## src/rtl/hop_nco_pkg.sv

```systemverilog
package hop_nco_pkg;

   typedef enum logic [2:0] {
      RA_CTRL       = 3'd0,
      RA_START_HOLD = 3'd1,
      RA_HOP_HOLD   = 3'd2,
      RA_TUNE       = 3'd3,
      RA_OFFSET     = 3'd4
   } nco_reg_e;

   // packed: bypass lands in bit 0, amp_dith in bit 3
   typedef struct packed {
      logic amp_dith;
      logic ph_dith;
      logic clr_hop;
      logic bypass;
   } nco_ctrl_t;

   // Galois feedback masks for a few maximal-length widths
   function automatic logic [31:0] lfsr_taps(input int w);
      case (w)
         8:       return 32'h0000_00B8;
         16:      return 32'h0000_B400;
         32:      return 32'h8020_0003;
         default: return 32'h0;
      endcase
   endfunction

   // table entry: round(full * sin(2*pi*idx/2^aw)), symmetric rounding
   function automatic int sine_code(input int idx, input int aw, input int amp_w);
      int depth;
      int qtr;
      int i;
      int k;
      int sgn;
      int mag;
      real x;
      real t;
      real s;
      depth = 1 << aw;
      qtr   = depth / 4;
      i     = idx % depth;
      if (i <= qtr) begin
         k = i; sgn = 1;
      end else if (i <= 2 * qtr) begin
         k = 2 * qtr - i; sgn = 1;
      end else if (i <= 3 * qtr) begin
         k = i - 2 * qtr; sgn = -1;
      end else begin
         k = depth - i; sgn = -1;
      end
      x = 3.14159265358979324 * real'(k) / (2.0 * real'(qtr));
      t = x;
      s = x;
      for (int n = 1; n <= 8; n++) begin
         t = -t * x * x / (real'(2 * n) * real'(2 * n + 1));
         s = s + t;
      end
      mag = $rtoi(s * real'((1 << (amp_w - 1)) - 1) + 0.5);
      return sgn * mag;
   endfunction

endpackage

```

## src/rtl/nco_holdoff.sv

```systemverilog
module nco_holdoff #(
   parameter int CNT_W = 16
) (
   input  logic             clk,
   input  logic             rst_n,
   input  logic             load,
   input  logic [CNT_W-1:0] value,
   output logic             fire
);

   logic             busy_q;
   logic [CNT_W-1:0] cnt_q;

   always_ff @(posedge clk) begin
      if (!rst_n) begin
         busy_q <= 1'b0;
         cnt_q  <= '0;
      end else if (load) begin
         busy_q <= 1'b1;
         cnt_q  <= value;
      end else if (busy_q) begin
         if (cnt_q == '0) busy_q <= 1'b0;
         else             cnt_q  <= cnt_q - 1'b1;
      end
   end

   assign fire = busy_q && (cnt_q == '0) && !load;


   reload_chk: assert property (@(posedge clk) disable iff (!rst_n)
      load |=> busy_q && cnt_q == $past(value));


   fire_idle_chk: assert property (@(posedge clk) disable iff (!rst_n)
      fire |=> !busy_q);

endmodule

```

## src/rtl/nco_lfsr.sv

```systemverilog
module nco_lfsr #(
   parameter int W = 16
) (
   input  logic         clk,
   input  logic         rst_n,
   output logic [W-1:0] state
);
   import hop_nco_pkg::*;

   localparam logic [W-1:0] TAPS = W'(lfsr_taps(W));

   generate
      if (TAPS == '0) begin : g_bad_width
         $fatal(1, "nco_lfsr: unsupported width");
      end
   endgenerate

   always_ff @(posedge clk) begin
      if (!rst_n) state <= W'(1);
      else        state <= (state >> 1) ^ (state[0] ? TAPS : '0);
   end


   lfsr_live_chk: assert property (@(posedge clk) disable iff (!rst_n)
      state != '0);

endmodule

```

## src/rtl/nco_sincos_rom.sv

```systemverilog
module nco_sincos_rom #(
   parameter int ADDR_W = 8,
   parameter int AMP_W  = 12
) (
   input  logic [ADDR_W-1:0] addr,
   output logic [AMP_W-1:0]  sin_o,
   output logic [AMP_W-1:0]  cos_o
);
   import hop_nco_pkg::*;

   localparam int DEPTH = 1 << ADDR_W;
   localparam logic [ADDR_W-1:0] QTR = ADDR_W'(DEPTH / 4);

   logic [AMP_W-1:0] tab [DEPTH];

   generate
      for (genvar i = 0; i < DEPTH; i++) begin : g_ent
         localparam int V = sine_code(i, ADDR_W, AMP_W);
         assign tab[i] = AMP_W'(V);
      end
   endgenerate

   logic [ADDR_W-1:0] cos_addr;
   assign cos_addr = addr + QTR;
   assign sin_o    = tab[addr];
   assign cos_o    = tab[cos_addr];

endmodule

```

## src/rtl/hop_nco.sv

```systemverilog
module hop_nco #(
   parameter int ACC_W  = 32,
   parameter int OFS_W  = 16,
   parameter int HOLD_W = 16,
   parameter int ADDR_W = 8,
   parameter int AMP_W  = 12,
   parameter int LFSR_W = 16,
   parameter int REG_AW = 3
) (
   input  logic                    clk,
   input  logic                    rst_n,
   input  logic                    wr_en,
   input  logic [REG_AW-1:0]       wr_addr,
   input  logic [ACC_W-1:0]        wr_data,
   input  logic                    start_sync,
   input  logic                    hop_sync,
   output logic                    running,
   output logic [ACC_W-1:0]        phase_out,
   output logic signed [AMP_W-1:0] cos_out,
   output logic signed [AMP_W-1:0] sin_out
);
   import hop_nco_pkg::*;

   localparam int LOW_W  = ACC_W - ADDR_W;
   localparam int DITH_SH = LOW_W - LFSR_W;
   localparam logic [AMP_W-1:0] FULL = AMP_W'((1 << (AMP_W - 1)) - 1);

   generate
      if (OFS_W > ACC_W || HOLD_W > ACC_W) begin : g_bad_fields
         $fatal(1, "hop_nco: field wider than data word");
      end
      if (DITH_SH < 0) begin : g_bad_dither
         $fatal(1, "hop_nco: dither does not fit below table address");
      end
      if (REG_AW < 3) begin : g_bad_regaw
         $fatal(1, "hop_nco: register address too narrow");
      end
   endgenerate

   // register file
   nco_ctrl_t          ctrl_q;
   logic [HOLD_W-1:0]  start_hold_q;
   logic [HOLD_W-1:0]  hop_hold_q;
   logic [ACC_W-1:0]   stage_q;
   logic [ACC_W-1:0]   act_q;
   logic [OFS_W-1:0]   ofs_q;

   always_ff @(posedge clk) begin
      if (!rst_n) begin
         ctrl_q       <= '0;
         start_hold_q <= '0;
         hop_hold_q   <= '0;
         stage_q      <= '0;
         ofs_q        <= '0;
      end else if (wr_en) begin
         case (wr_addr)
            REG_AW'(RA_CTRL):       ctrl_q       <= nco_ctrl_t'(wr_data[3:0]);
            REG_AW'(RA_START_HOLD): start_hold_q <= wr_data[HOLD_W-1:0];
            REG_AW'(RA_HOP_HOLD):   hop_hold_q   <= wr_data[HOLD_W-1:0];
            REG_AW'(RA_TUNE):       stage_q      <= wr_data;
            REG_AW'(RA_OFFSET):     ofs_q        <= wr_data[OFS_W-1:0];
            default: ;
         endcase
      end
   end

   // countdowns
   logic start_fire;
   logic hop_fire;

   nco_holdoff #(.CNT_W(HOLD_W)) u_start_cnt (
      .clk   (clk),
      .rst_n (rst_n),
      .load  (start_sync),
      .value (start_hold_q),
      .fire  (start_fire)
   );

   nco_holdoff #(.CNT_W(HOLD_W)) u_hop_cnt (
      .clk   (clk),
      .rst_n (rst_n),
      .load  (hop_sync),
      .value (hop_hold_q),
      .fire  (hop_fire)
   );

   // channel state and accumulator
   logic             run_q;
   logic [ACC_W-1:0] acc_q;
   logic [ACC_W-1:0] ofs_ext;

   assign ofs_ext = {ofs_q, {(ACC_W - OFS_W){1'b0}}};

   always_ff @(posedge clk) begin
      if (!rst_n) run_q <= 1'b0;
      else if (start_sync) run_q <= 1'b0;
      else if (start_fire) run_q <= 1'b1;
   end

   always_ff @(posedge clk) begin
      if (!rst_n) act_q <= '0;
      else if (hop_fire) act_q <= stage_q;
   end

   always_ff @(posedge clk) begin
      if (!rst_n)                          acc_q <= '0;
      else if (start_sync)                 acc_q <= ofs_ext;
      else if (hop_fire && ctrl_q.clr_hop) acc_q <= ofs_ext;
      else if (run_q && !ctrl_q.bypass)    acc_q <= acc_q + act_q;
   end

   assign running   = run_q;
   assign phase_out = acc_q;

   // dither source
   logic [LFSR_W-1:0] lfsr;

   nco_lfsr #(.W(LFSR_W)) u_lfsr (
      .clk   (clk),
      .rst_n (rst_n),
      .state (lfsr)
   );

   // stage 1: dithered address
   logic [ACC_W-1:0]  dith_word;
   logic [ACC_W-1:0]  dith_sum;
   logic [LOW_W-1:0]  dith_unused;
   logic [ADDR_W-1:0] addr_s1;
   logic              byp_s1;
   logic              amp_s1;

   assign dith_word   = ctrl_q.ph_dith ? (ACC_W'(lfsr) << DITH_SH) : '0;
   assign dith_sum    = acc_q + dith_word;
   assign dith_unused = dith_sum[LOW_W-1:0];

   always_ff @(posedge clk) begin
      if (!rst_n) begin
         addr_s1 <= '0;
         byp_s1  <= 1'b0;
         amp_s1  <= 1'b0;
      end else begin
         addr_s1 <= dith_sum[ACC_W-1 -: ADDR_W];
         byp_s1  <= ctrl_q.bypass;
         amp_s1  <= ctrl_q.amp_dith & lfsr[0];
      end
   end

   // stage 2: table and output register
   logic [AMP_W-1:0] rom_sin;
   logic [AMP_W-1:0] rom_cos;
   logic [AMP_W-1:0] lsb_flip;

   nco_sincos_rom #(.ADDR_W(ADDR_W), .AMP_W(AMP_W)) u_rom (
      .addr  (addr_s1),
      .sin_o (rom_sin),
      .cos_o (rom_cos)
   );

   assign lsb_flip = {{(AMP_W - 1){1'b0}}, amp_s1};

   always_ff @(posedge clk) begin
      if (!rst_n) begin
         cos_out <= '0;
         sin_out <= '0;
      end else if (byp_s1) begin
         cos_out <= FULL;
         sin_out <= '0;
      end else begin
         cos_out <= rom_cos ^ lsb_flip;
         sin_out <= rom_sin ^ lsb_flip;
      end
   end


   start_load_chk: assert property (@(posedge clk) disable iff (!rst_n)
      start_sync |=> !running && phase_out == {$past(ofs_q), {(ACC_W - OFS_W){1'b0}}});


   run_rise_chk: assert property (@(posedge clk) disable iff (!rst_n)
      $rose(running) |-> $past(start_fire));


   hop_apply_chk: assert property (@(posedge clk) disable iff (!rst_n)
      hop_fire |=> act_q == $past(stage_q));


   freeze_chk: assert property (@(posedge clk) disable iff (!rst_n)
      ctrl_q.bypass && !start_sync && !hop_fire |=> $stable(phase_out));


   bypass_out_chk: assert property (@(posedge clk) disable iff (!rst_n)
      byp_s1 |=> cos_out == FULL && sin_out == '0);

endmodule

```

## config.mk

```make
export PLATFORM = sky130hd
export DESIGN_NAME = hop_nco
export DESIGN_NICKNAME = d
export VERILOG_FILES = /design/src/rtl/hop_nco_pkg.sv /design/src/rtl/nco_holdoff.sv /design/src/rtl/nco_lfsr.sv /design/src/rtl/nco_sincos_rom.sv /design/src/rtl/hop_nco.sv
export SDC_FILE = /design/constraint.sdc
export NUM_CORES = 1
export LEC_CHECK = 0
export BUFFER_PORTS_ARGS = -buffer_cell sky130_fd_sc_hd__clkbuf_2
export CORE_UTILIZATION = 35
export DETAILED_ROUTE_END_ITERATION = 8
export HOLD_SLACK_MARGIN = 0.06
export SYNTH_ARGS = -nofsm -noshare
export SYNTH_HDL_FRONTEND = slang
export SYNTH_SLANG_ARGS = --single-unit
```

## constraint.sdc

```tcl
create_clock -name clk -period 7.8 [get_ports clk]
set_input_delay 0.39 -clock clk [delete_from_list [all_inputs] [get_ports clk]]
set_output_delay 0.39 -clock clk [all_outputs]
set_load 0.01 [all_outputs]
```

* After elaboration in Yosys (flattened, before gate mapping)
Memories as Yosys holds them, arrays and structs flattened. Index checks and enable logic that the tools add are counted.
Storage, ports and cells: bits in registers 233, bits in read-only memories 6144, input bits 40, word-level logic and storage cells 92, memories kept 2
Memories:
- (name not given) | words 256, width 12, read ports 1, clocked after memory_dff 0, write ports 0, RTL line nco_sincos_rom.sv:25 | assign sin_o = tab[addr];
- (name not given) | words 256, width 12, read ports 1, clocked after memory_dff 0, write ports 0, RTL line nco_sincos_rom.sv:26 | assign cos_o = tab[cos_addr];
Cells by class: add/subtract/negate cells 5, magnitude comparators 2, eq/ne operators 6, multiplexer cells 22, bitwise operators 7, reduce and logical (&&, ||, !) cells 25
Operators with widths (number):
- $mux W16 | 7
- $mux W32 | 3
- $mux W12 | 4
- $add A32 B24 Y32 | 1
- $add A32 B32 Y32 | 1
- $logic_not A16 Y1 | 2
- $sub A16 B1 Y16 const B | 2
- $mux W24 | 1
- $xor A12 B1 Y12 | 2
- $ge A9 B9 Y1 const B | 2
- $not A8 Y9 | 2
- $xor A15 B16 Y16 | 1
- $reduce_and A2 Y1 | 7
- $mux W11 | 1
- $add A8 B7 Y8 const B | 1
- $eq A3 B2 Y1 const B | 2
- $logic_and A1 B1 Y1 | 6
- $mux W1 | 6
- $ne A2 B2 Y1 const B | 2
- $reduce_bool A2 Y1 | 2
- $reduce_or A2 Y1 | 2
- $eq A3 B1 Y1 const B | 1
- $eq A3 B3 Y1 const B | 1
- $logic_not A1 Y1 | 3
- 5 further kinds | 5

* Longest topological paths before layout
depth after elaboration 7, mapped depth 13

* Hierarchy
From an unflattened synthesis, not the netlist that was laid out.
Unflattened totals: cells, all modules 1917, area, all modules 14697.8 um^2
Modules (own cells, without submodules):
- hop_nco | times used 1, cells each 1019, area each 8455.6 um^2
- nco_sincos_rom | times used 1, cells each 598, area each 3644.7 um^2
- nco_holdoff | times used 2, cells each 132, area each 1072.3 um^2
- nco_lfsr | times used 1, cells each 36, area each 452.9 um^2

* Worst setup path after synthesis
Ideal clock, no wire load.
path kind reg2reg, start register addr_s1[1], end register cos_out[5], library setup time 0.071 ns, data arrival time 2.838 ns, required time 7.729 ns, slack 4.891 ns, cell stages (with the launch flop) 13, buffers on the path 2, period minus slack after synthesis 2.909 ns, cell sequence dfxtp_1 clkbuf_1 inv_1 ha_1 clkbuf_1 nand2_1 nand2_1 o32ai_1 mux4_2 nand2_1 o21ai_0 mux2_2 a21oi_1
Between the ends: word-level cells in the longest chain between the ends 7
RTL lines:
- start: declaration | RTL line hop_nco.sv:128 | logic [ADDR_W-1:0] addr_s1;
- start signal: assignment | RTL line hop_nco.sv:142 | addr_s1 <= dith_sum[ACC_W-1 -: ADDR_W];
- $add A8 B7 Y8 | RTL line nco_sincos_rom.sv:24 | assign cos_addr = addr + QTR;
- $not A8 Y9 (not written as such) | RTL line nco_sincos_rom.sv:26
- $mem_v2 Z256 W12
- $mux W12 (not written as such) (2 in series) | RTL line nco_sincos_rom.sv:26
- $xor A12 B1 Y12 | RTL line hop_nco.sv:169 | cos_out <= rom_cos ^ lsb_flip;
- $mux W11 | RTL line hop_nco.sv:165 | end else if (byp_s1) begin
- end signal: assignment | RTL line hop_nco.sv:169
- end: declaration | RTL line hop_nco.sv:19 | output logic signed [AMP_W-1:0] cos_out,
Every way passes these cells. The select of a mux whose other input is x is not followed. A chain may end at the register's enable or synchronous reset.

* Worst setup path after layout
start register addr_s1[2], end register cos_out[4]
Same word-level chain as after synthesis.

==> results.cfg <==
[final_layout]
drive_gt1_frac = 0.106
nets = 2025
num_antenna_cells = 0
final_core_util = 0.397
area_growth_pct = 11.7

[critical_path]
path_class = reg -> reg
r2r_start = addr_s1[2]
cp-start-kind = flip-flop
crit_fanout = 56
required_ns = 8.19
cp-end-kind = flip-flop
crit_start = addr_s1[2]
arrival_ns = 4.32

[placement]
io_buffers = 96
place_congestion = 1.02
post-place-ws_ns = 4.26
dp_hpwl_mm = 31.3

[synth]
ys.flop_type = dfxtp_1
synth-edff-count = 0
synth_xor_xnor_area_share = 0.0396
netlist.area_leader.share = 0.330
ys_seq_elements = 233
async_flop_share = 0
avgSynthCellArea_um2 = 7.36
yosys.area_share.simple = 0.244
synthTopCellsByCount = 362 x nand2_1, 278 x a21oi_1, 233 x dfxtp_1
ys_warn_count = 0
synth_area_um2 = 14200
yosys.cell_types.count = 82
syn-num-nets = 2026
yosysMostFrequentCell = nand2_1
synth.area.mux_share = 0.0400
synth_adder_area_share = 0.0553
seq_area_frac_synth = 0.330
synth_top_family_by_area = simple AND/OR/NAND/NOR gates
synthTopCellsByArea = dfxtp_1 33%, a21oi_1 9.8%, nand2_1 9.6%, ha_1 5.4%, nor2_1 5.0%
synth-compound-area-share = 0.239
synth_top_area_cell = dfxtp_1
synthCells = 1924

[timing]
setup_viol = 0
relSlewSlack = 0.200
slew_violations = 0
clock.fmax_mhz = 255
setup-tns-final_ns = 0
period_needed_ns = 3.92
finalHoldViolCount = 0
fin_crit_sh = 0.503
tightest_slew_ns = 1.20
skew_ns = 0.0131
finalWorstSetupSlack_ns = 3.88
rsz0062_at_grt = no

[routing]
dr.first_iter.drc_count = 1192
first_pass_iters = 7
wire_per_inst_um = 18.7
ant_nets = 0
wirelength_mm = 46.1
via_count = 13900
drc_errors = 0
vias_per_cell = 5.62

[global_route]
grt_max_degree = 98
grt_usage = 0.219
grt_pass1_vias = 13000
grt_pass1_wl_mm = 72.3
antenna_found_initial = 1
gr-total-overflow = 0

[power]
p_leak_nw = 6.27
powerDensity_nw_per_um2 = 202
vdd_drop_max_mv = 0.162

[floorplan]
initial_core_util = 0.355
core_um2 = 39800
rows = 73
io_pins = 97
die_h_um = 203
dieArea_um2 = 41300
die_x_um = 203

[cts]
ctsHoldBuffers = 10
cts_inserted_buffers = 27
cts_setup_buffers = 0
cts_sinks = 233
clkSlewWorstSetupHoldPaths_ns = 0.06
cts_tree = built
clk_latency_ns = 0.55
cts-resized-gates = 0
htree_levels = 1
root_buffer = clkbuf_16
clockBufferDepth = 3

[run]
maxCapViolCount = 0

[outcome]
status = completed

[hold_path]
hp-start = wr_data[25]
min_path_type = in -> reg
==> metal layers <==
metal  part of all wire  wire length, µm  GRT usage
met5                  0                0          0
met4              0.039             1790     0.0956
met3              0.073             3360     0.0356
met2               0.45            20800      0.352
met1               0.44            20100      0.289
==> stage by stage <==
| stage | cells | hold WS [ns] | power, mW | instance area, µm² |
|---|---|---|---|---|
| after floorplan | 1924 | 0.402 | 1.75 | 14200 |
| after detailed placement | 2409 | 0.434 | 1.90 | 14800 |
| final | 2467 | 0.0824 | 3.20 | 15800 |
| after global routing | 2467 | 0.0681 | 3.34 | 15800 |
| after CTS | 2467 | 0.0605 | 3.22 | 15800 |
| after global placement | 2409 | 0.412 | 1.89 | 14800 |
==> report_power, final <==
group | switching (mW) | internal (mW) | leakage, nW
clock network | 0.518 | 0.792 | 0.445
logic | 0.366 | 0.217 | 3.93
registers | 0.0562 | 1.25 | 1.90
total | 0.941 | 2.25 | 6.27
==> sequential cells by signal, indices dropped and copies added (netlist names) <==
| name | flops |
|---|---|
| act_q | 32 |
| phase_out | 32 |
| stage_q | 32 |
| hop_hold_q | 16 |
| ofs_q | 16 |
| start_hold_q | 16 |
| u_hop_cnt.cnt_q | 16 |
| u_lfsr.state | 16 |
| u_start_cnt.cnt_q | 16 |
| cos_out | 12 |
| sin_out | 12 |
| addr_s1 | 8 |
| ctrl_q | 4 |
| amp_s1 | 1 |
| byp_s1 | 1 |
| running | 1 |
| u_hop_cnt.busy_q | 1 |
| u_start_cnt.busy_q | 1 |
==> layout by cell type (no fill, tap or decap), drive strengths merged, types with 5 or more instances in the layout <==
master	count
mux4	8
nor3	25
a21oi	278
a21o	25
dfxtp	233
dlygate4sd3	10
a311oi	10
nor2b	19
o21a	8
o221ai	5
a31oi	21
o311ai	5
nand2	362
nand3	39
a211o	7
nand2b	26
o22ai	9
o31ai	6
o21ai	98
a211oi	24
nor3b	6
and2	37
inv	26
nor2	188
buf	17
o211ai	23
nor4	7
a221oi	5
nand4	14
or3	7
xnor2	24
and3	12
clkinv	7
ha	61
clkbuf	134
mux2i	34
xor2	40
or2	15
==> cell type report <==
| type | instances | area, µm² |
|---|---|---|
| flip-flops and latches | 233 | 4670 |
| clock buffers | 38 | 777 |
| inverters | 28 | 108 |
| repair buffers | 123 | 708 |
| clock inverters | 10 | 138 |
| fillers | 4219 | 24000 |
| well taps | 525 | 657 |
| multi-input cells | 1510 | 8750 |
==> final timing paths <==
path | endpoint | slack [ns] | cells after the start
max | cos_out[4] | 3.88 | 10
min | stage_q[25] | 0.08 | 3
max reg2reg | cos_out[4] | 3.88 | 10
min reg2reg | u_lfsr.state[1] | 0.45 | 1
==> critical path, stage by stage, from the launching register on <==
cell	delay, ns
dfxtp_4	0.73
clkinv_1	0.55
buf_4	0.42
ha_1	0.31
nor3_1	0.53
a21oi_1	0.15
a21oi_1	0.13
o21ai_0	0.22
mux4_2	0.55
nor2_1	0.10
nor2_1	0.04
==> cell families after synthesis <==
| logic type | count (synthesis) |
|---|---|
| and+or+nand+nor | 772 |
| adders and majority gates | 62 |
| muxes | 46 |
| DFF | 233 |
| AOI/OAI and AO/OA | 566 |
| buffers and inverters | 181 |
| xor gates and xnor gates | 64 |
(Power assumes the default switching activity.)
